$ cat config.mk
export PLATFORM = sky130hd
export DESIGN_NAME = wdog_downcounter
export DESIGN_NICKNAME = d
export VERILOG_FILES = /design/src/rtl/wdog_downcounter.sv
export SDC_FILE = /design/constraint.sdc
export NUM_CORES = 1
export LEC_CHECK = 0
export BUFFER_PORTS_ARGS = -buffer_cell sky130_fd_sc_hd__buf_2
export CORE_MARGIN = 2
export CORE_UTILIZATION = 36
export CTS_CLUSTER_DIAMETER = 30
export DETAILED_ROUTE_END_ITERATION = 7
export HOLD_SLACK_MARGIN = 0.08
export PLACE_DENSITY_LB_ADDON = 0.25
export SLEW_MARGIN = 20
export SYNTH_ARGS = -nofsm -noshare
export SYNTH_HDL_FRONTEND = slang
export SYNTH_SLANG_ARGS = --single-unit
$ cat constraint.sdc
create_clock -name clk -period 2.1 [get_ports clk]
set_clock_uncertainty 0.1 [all_clocks]
set_input_delay 0.105 -clock clk [delete_from_list [all_inputs] [get_ports clk]]
set_output_delay 0.105 -clock clk [all_outputs]
set_load 0.02 [all_outputs]
$ cat src/rtl/wdog_downcounter.sv
module wdog_downcounter #(
  parameter int HALF_W = 16
) (
  input  logic              clk,
  input  logic              rst_n,
  input  logic              tick,
  input  logic              cmd_wr,
  input  logic              cmd_start,
  input  logic              cmd_stop,
  input  logic              soft_rst,
  input  logic              wr_lo,
  input  logic              wr_hi,
  input  logic [HALF_W-1:0] wr_data,
  output logic [HALF_W-1:0] cnt_lo,
  output logic [HALF_W-1:0] cnt_hi,
  output logic              start_bit,
  output logic              stop_bit,
  output logic              tc_pulse
);
  localparam int CW = 2 * HALF_W;

  logic [CW-1:0] cnt_q;
  logic          stop_q, start_q, tc_q;

  wire wr_any = wr_lo | wr_hi;
  wire adv    = tick & ~stop_q & ~wr_any;
  wire zero   = (cnt_q == '0);

  always_ff @(posedge clk or negedge rst_n) begin
    if (!rst_n) begin
      cnt_q <= '0;
      tc_q  <= 1'b0;
    end else begin
      tc_q <= adv & zero;
      if (wr_any) begin
        if (wr_lo) cnt_q[HALF_W-1:0]  <= wr_data;
        if (wr_hi) cnt_q[CW-1:HALF_W] <= wr_data;
      end else if (adv) begin
        cnt_q <= zero ? '1 : cnt_q - CW'(1);
      end
    end
  end

  always_ff @(posedge clk or negedge rst_n) begin
    if (!rst_n) begin
      stop_q  <= 1'b1;
      start_q <= 1'b0;
    end else if (soft_rst) begin
      stop_q  <= 1'b1;
      start_q <= 1'b0;
    end else if (cmd_wr && cmd_start) begin
      stop_q  <= 1'b0;
      start_q <= 1'b1;
    end else if (cmd_wr && cmd_stop) begin
      stop_q  <= 1'b1;
      start_q <= 1'b0;
    end
  end

  assign cnt_lo    = cnt_q[HALF_W-1:0];
  assign cnt_hi    = cnt_q[CW-1:HALF_W];
  assign start_bit = start_q;
  assign stop_bit  = stop_q;
  assign tc_pulse  = tc_q;

  assert_step_R3: assert property (@(posedge clk) disable iff (!rst_n)
    (tick && !stop_q && !wr_lo && !wr_hi && cnt_q != '0) |=> (cnt_q == $past(cnt_q) - CW'(1)));

  assert_reload_R6: assert property (@(posedge clk) disable iff (!rst_n)
    (tick && !stop_q && !wr_lo && !wr_hi && cnt_q == '0) |=> (cnt_q == '1 && tc_pulse));

  assert_frozen_R7: assert property (@(posedge clk) disable iff (!rst_n)
    (stop_q && !wr_lo && !wr_hi) |=> ($stable(cnt_q) && !tc_pulse));

  assert_wr_lo_R8: assert property (@(posedge clk) disable iff (!rst_n)
    wr_lo |=> (cnt_lo == $past(wr_data)));

  assert_wr_hi_R8: assert property (@(posedge clk) disable iff (!rst_n)
    wr_hi |=> (cnt_hi == $past(wr_data)));

  assert_soft_rst_R9: assert property (@(posedge clk) disable iff (!rst_n)
    soft_rst |=> (stop_bit && !start_bit));

  assert_exclusive_R5: assert property (@(posedge clk) disable iff (!rst_n)
    !(stop_bit && start_bit));
endmodule

# ---- Yosys cells after proc, flatten, opt, wreduce, memory -nomap -nowiden
# Index checks and enable logic that the tools add are counted.
dict set report word_totals {
  regBits 35
  latch_bits 0
  ram_bits 0
  mem_bits_ro 0
  in_bits 25
  output_inout_bits 35
  wordCells 32
  memories 0
}
dict set report classes {
  add_sub_neg 1
  mul 0
  div_mod_pow 0
  n_lt_le_gt_ge 0
  eq_ne 2
  shifts 0
  n_mux 11
  bitwise 6
  reduce_logical 7
}
# op n
set ops {}
lappend ops {{two-way mux 32 bit} 3}
lappend ops {{logical NOT 32 bit} 1}
lappend ops {{two-way mux 16 bit} 2}
lappend ops {{subtractor 32 x 1 -> 32 bit, second input constant} 1}
lappend ops {{two-way mux 1 bit} 6}
lappend ops {{inequality test 2 bit, second input constant} 2}
lappend ops {{AND reduction 2 bit} 2}
lappend ops {{AND 1 bit} 3}
lappend ops {{nonzero test 3 bit} 1}
lappend ops {{logical AND 1 bit} 2}
lappend ops {{inverter 1 bit} 2}
lappend ops {{nonzero test 2 bit} 1}
lappend ops {{OR 1 bit} 1}

# ---- Longest topological paths before layout
dict set report logic_depth {
  ltp_word 5
  depth_mapped 8
  ltp_nobuf 7
}

# ---- Worst setup path before layout
# OpenSTA, ideal clock, no wires.
dict set report synth_timing {
  path_type {register -> register}
  startpoint {register cnt_q[0]}
  endpoint {register cnt_q[28]}
  setup_time_ps 121
  arrival_time_ps 1892
  t_required_ps 1879
  setup_slack_ps -13
  stages_incl_launch_ff 9
  n_path_buf 1
  synth_period_minus_slack_ps 2113
  cell_sequence {dfrtp_1 > inv_1 > ha_1 > nor3b_1 > and3_1 > a31oi_1 > clkbuf_1 > a21oi_1 > o22a_1}
}
dict set report synth_between {
  elab_chain_cells 4
  elab_cells_between_ends 5
  classes_between {1 x add/sub; 3 x mux; 1 x reduce/logical}
}
# item line_no
set synth_lines {}
lappend synth_lines {{start, declared} 22} ;# logic [CW-1:0] cnt_q;
lappend synth_lines {{start signal, assigned by index} 36} ;# if (wr_lo) cnt_q[HALF_W-1:0] <= wr_data;
lappend synth_lines {{start signal, assigned by index} 37} ;# if (wr_hi) cnt_q[CW-1:HALF_W] <= wr_data;
lappend synth_lines {{start signal, assigned} 39} ;# cnt_q <= zero ? '1 : cnt_q - CW'(1);
lappend synth_lines {{subtractor 32 x 1 -> 32 bit / logical NOT 32 bit (equally long branches)} {39, 27}}
lappend synth_lines {{two-way mux 32 bit (*)} 39}
lappend synth_lines {{two-way mux 32 bit (*)} 38} ;# end else if (adv) begin
lappend synth_lines {{two-way mux 32 bit (*)} 35} ;# if (wr_any) begin
# Mark *: on every way between the ends. The rest lies on a longest branch, timed or not. The select of a mux whose other input is x is not followed.
# A chain may end at the register's enable or synchronous reset.

# ---- Worst setup path after layout
dict set report layout_timing {
  startpoint {register cnt_q[20]}
  endpoint {register cnt_q[20]}
}
# The elaborated chain is that of the path after synthesis.

==> metrics <==
outcome=finished, final reports clean; net count of the finished layout=about 420; maximum cell stage delay along the critical path=approximately 0.60 ns; async set-or-reset flop fraction in the synthesized netlist=between 90% and 100%; Total Wirelength=8340 µm; count of input and output buffers=59; cell taking the most area after synthesis=sky130_fd_sc_hd__dfrtp_1; start of the worst register-to-register path=cnt_q[20]; depth of the critical timing path with buffers and inverters included=6; Required @ worst endpoint=2.22 ns; EDFF count, synth=0; Initial DRT Pass Iterations=4; endpoint of the worst-slack reg-to-reg timing path=cnt_q[20]; clock tree sinks=35; multi-input gate area in the final layout=roughly 1400 µm²; portion of the post-synthesis area used by sequential elements=38.1%; fraction of final layout cells with drive strength greater than 1=a little under two fifths; placeable core region=roughly 6300 µm²; gate family responsible for the most delay along the worst path=simple AND/OR/NAND/NOR gates; Slew headroom=between 40% and 50%; critical path launch point=cnt_q[20]; count of final hold-check violations=0; Max Freq=slightly below 0.5 GHz; Chip Height=approximately 84 µm; final std cells w/o fill=between 400 and 500; effective utilization at floorplan=between 30% and 40%; Site Rows=29; n_diodes=0; largest vdd supply drop=just over 0.3 mV; main flop type after synthesis=sky130_fd_sc_hd__dfrtp_1; Worst Slack Setup Final=between 0.05 and 0.06 ns; slew at the pin closest to its max-slew limit=between 0.8 and 0.9 ns; number of antenna violations at the first check in global routing=0; Yosys reg bits=35; top-area cell type share of the netlist area=a little under two fifths; CP Data Arrival Time=roughly 2.2 ns; area taken by flip-flops and latches=between 800 and 900 µm²; area of the mapped netlist=2300 µm²; Crit Path Class=reg2reg; average instance area after synthesis=approximately 8.5 µm²; routed vias/inst=around 6; count of distinct cell types in the synthesized netlist=46; leftover overflow at the end of global routing=0; layout filler cell count=604; GRT Total Usage=23.9%; CP endpoint kind=flop; worst-path cell with the longest stage delay=sky130_fd_sc_hd__or4_4; Power Internal=1300 µW; number of buffers inserted during clock tree synthesis=5; final weighted congestion of routability-driven global placement=0.921; number of design-rule violations left by the first detailed-router iteration=226; max capacitance violation total=0; power density over cell area=roughly 630 nW/µm²; count of yosys warnings during synthesis=0; Period Utilization, post-route=between 90% and 100%; remaining antenna violation count=0; first-pass GRT wire length=between 10000 and 15000 µm; clk slew on worst S/H paths=around 0.08 ns; vias in the first global route=roughly 2700; class of the most critical hold timing path=in2reg; count of cells along the worst register-to-register path=6; Logic pwr share=between 30 and 40%; total leakage power=0.00146 µW; Area growth, synth to finish=45.4%; worst slack after detailed placement=-0.0406 ns; total of endpoints with negative setup slack in the final report=0; power spent charging and discharging nets=805 µW; Vias=2770; critical path buffer and inverter count=1; die width=roughly 84 µm; most instantiated cells after synthesis=sky130_fd_sc_hd__dfrtp_1 (34), sky130_fd_sc_hd__nor2_1 (33), sky130_fd_sc_hd__nor3_1 (20); dominant cell by count in the synthesized netlist=sky130_fd_sc_hd__dfrtp_1; gate count after technology mapping=around 270; Net Count, Synth=between 200 and 300; HPWL after detailed placement=roughly 6000 µm; maximum number of pins on one net before global-route repair=36; worst setup path end=cnt_q[20]; number of pins with negative max-slew slack in the final report=0; cells along the critical path=or4_4 > nor3_4 > a31oi_2 > buf_4 > a31oi_1 > a2bb2oi_1; total placed cells including tap cells=about 450; H-Tree Depth=2; startpoint of the tightest hold check path=wr_data[4]; clk_lat worst skew=approximately 0.3 ns; DRC violations left=0; Die Area=just over 7000 µm²; routed wire length per instance=17.7 µm; Clock power frac=23.8%; number of buffers on the longest clock path=2; switching power as a share of total power=38.2%; Startpoint Class=flop; Flop pwr share=roughly 40%; register-to-register path setup slack=approximately 0.06 ns; total I/O pin count=60; clock tree from TritonCTS=built; CP Max Fanout=14; time the final worst path needs with I/O delays and setup=about 2.0 ns; setup repair after global routing missed its margin=yes; clock root cell=sky130_fd_sc_hd__clkbuf_8; cell types occupying the most area after synthesis=sky130_fd_sc_hd__dfrtp_1 (37%), sky130_fd_sc_hd__nor2_1 (5.4%), sky130_fd_sc_hd__nor3_1 (4.4%)
[timing repair]
action,4_1_cts,5_1_grt
pin swaps,1,6
resized for setup,2,14
buffers inserted,1,3
hold buffers,12,0
setup endpoints to repair,6,22
hold endpoints to repair,45,0
[flip-flops by register name (all words and copies together) (netlist names)]
register,flops
stop_bit,1
cnt_q,32
start_bit,1
tc_pulse,1
[worst min-delay path, delay by kind of cell]
| kind | cells | cell delay [ns] |
|---|---|---|
| compound gates | 1 | 0.19 |
| simple gates | 1 | 0.07 |
| buf+inv | 1 | 0.08 |
[stage by stage]
stage          util (%)  power [µW]  setup TNS (ns)  hold WS (ns)  area, µm²
2_1_floorplan         -        1230               0        -0.291       2300
3_3_place_gp       48.2        1550         -0.0328         0.143       3020
3_5_place_dp       48.2        1560         -0.0406         0.152       3020
4_1_cts            51.7        2090               0        0.0851       3250
5_1_grt            53.3        2210          -0.386        0.0867       3340
6_report           53.3        2110               0        0.0855       3340
[cell families after synthesis]
group	after synthesis	share of synthesized area (%)
AOI/OAI and AO/OA	96	28.6
adders and majority gates	2	1.09
buffers and inverters	27	4.84
DFF	35	38.1
and+or+nand+nor	111	27.4
[area by class of cell]
type,count,share of cell area [%]
clock buffer,6,2.17
clock inverter,2,0.374
inverter,16,1.80
multi-input combinational,209,42.0
sequential,35,26.2
tap,77,2.88
timing repair buffer,125,24.5
[how the worst min path moves through the flow]
stage                to  slack, ns  depth (start not counted)
6_report       cnt_q[4]       0.09                          3
5_1_grt        tc_pulse       0.09                          3
4_1_cts        cnt_q[4]       0.09                          3
3_5_place_dp   cnt_q[3]       0.15                          1
3_3_place_gp   cnt_q[3]       0.14                          1
2_1_floorplan  cnt_q[0]      -0.29                          0
[per-layer routing]
| layer | track usage [%] | vias up | wire, µm | share of wire, % |
|---|---|---|---|---|
| met5 | 0 | - | 0 | 0 |
| met4 | 7.62 | 0 | 138 | 1.7 |
| met3 | 4.45 | 15 | 523 | 6.3 |
| met2 | 40.7 | 110 | 4090 | 49 |
| met1 | 30.5 | 1338 | 3580 | 43 |
| li1 | - | 1307 | - | - |
[power groups by stage]
| stage | combinational (µW) | sequential (µW) | clock (µW) |
|---|---|---|---|
| after floorplan | 252 | 977 | 0 |
| after detailed placement | 715 | 849 | 0 |
| final | 760 | 845 | 500 |
| after CTS | 740 | 838 | 509 |
| after global placement | 708 | 847 | 0 |
| after global routing | 826 | 856 | 531 |
[placed cells by master, fill, tap and decap left out, types with 2 or more instances in the layout]
cell type / instances
sky130_fd_sc_hd__buf_2: 59
sky130_fd_sc_hd__buf_4: 54
sky130_fd_sc_hd__dfrtp_1: 34
sky130_fd_sc_hd__nor2_1: 33
sky130_fd_sc_hd__nor3_1: 18
sky130_fd_sc_hd__inv_1: 16
sky130_fd_sc_hd__a21oi_1: 14
sky130_fd_sc_hd__dlygate4sd3_1: 12
sky130_fd_sc_hd__o21ai_0: 11
sky130_fd_sc_hd__a211oi_1: 11
sky130_fd_sc_hd__a31oi_1: 10
sky130_fd_sc_hd__o22ai_1: 10
sky130_fd_sc_hd__nand4_1: 8
sky130_fd_sc_hd__o21ai_1: 7
sky130_fd_sc_hd__o22a_1: 7
sky130_fd_sc_hd__and4_1: 7
sky130_fd_sc_hd__a2bb2oi_1: 6
sky130_fd_sc_hd__nor4_2: 5
sky130_fd_sc_hd__nor4_1: 5
sky130_fd_sc_hd__nand3_1: 5
sky130_fd_sc_hd__nand2_1: 5
sky130_fd_sc_hd__clkbuf_8: 5
sky130_fd_sc_hd__or2_2: 4
sky130_fd_sc_hd__nor3_2: 4
sky130_fd_sc_hd__nor3_4: 3
sky130_fd_sc_hd__and3_1: 3
sky130_fd_sc_hd__or3_1: 3
sky130_fd_sc_hd__a41oi_1: 3
sky130_fd_sc_hd__a31oi_2: 2
sky130_fd_sc_hd__a2bb2oi_2: 2
sky130_fd_sc_hd__o21a_1: 2
sky130_fd_sc_hd__ha_1: 2
No activity file was read; power rests on OpenSTA's default activity.
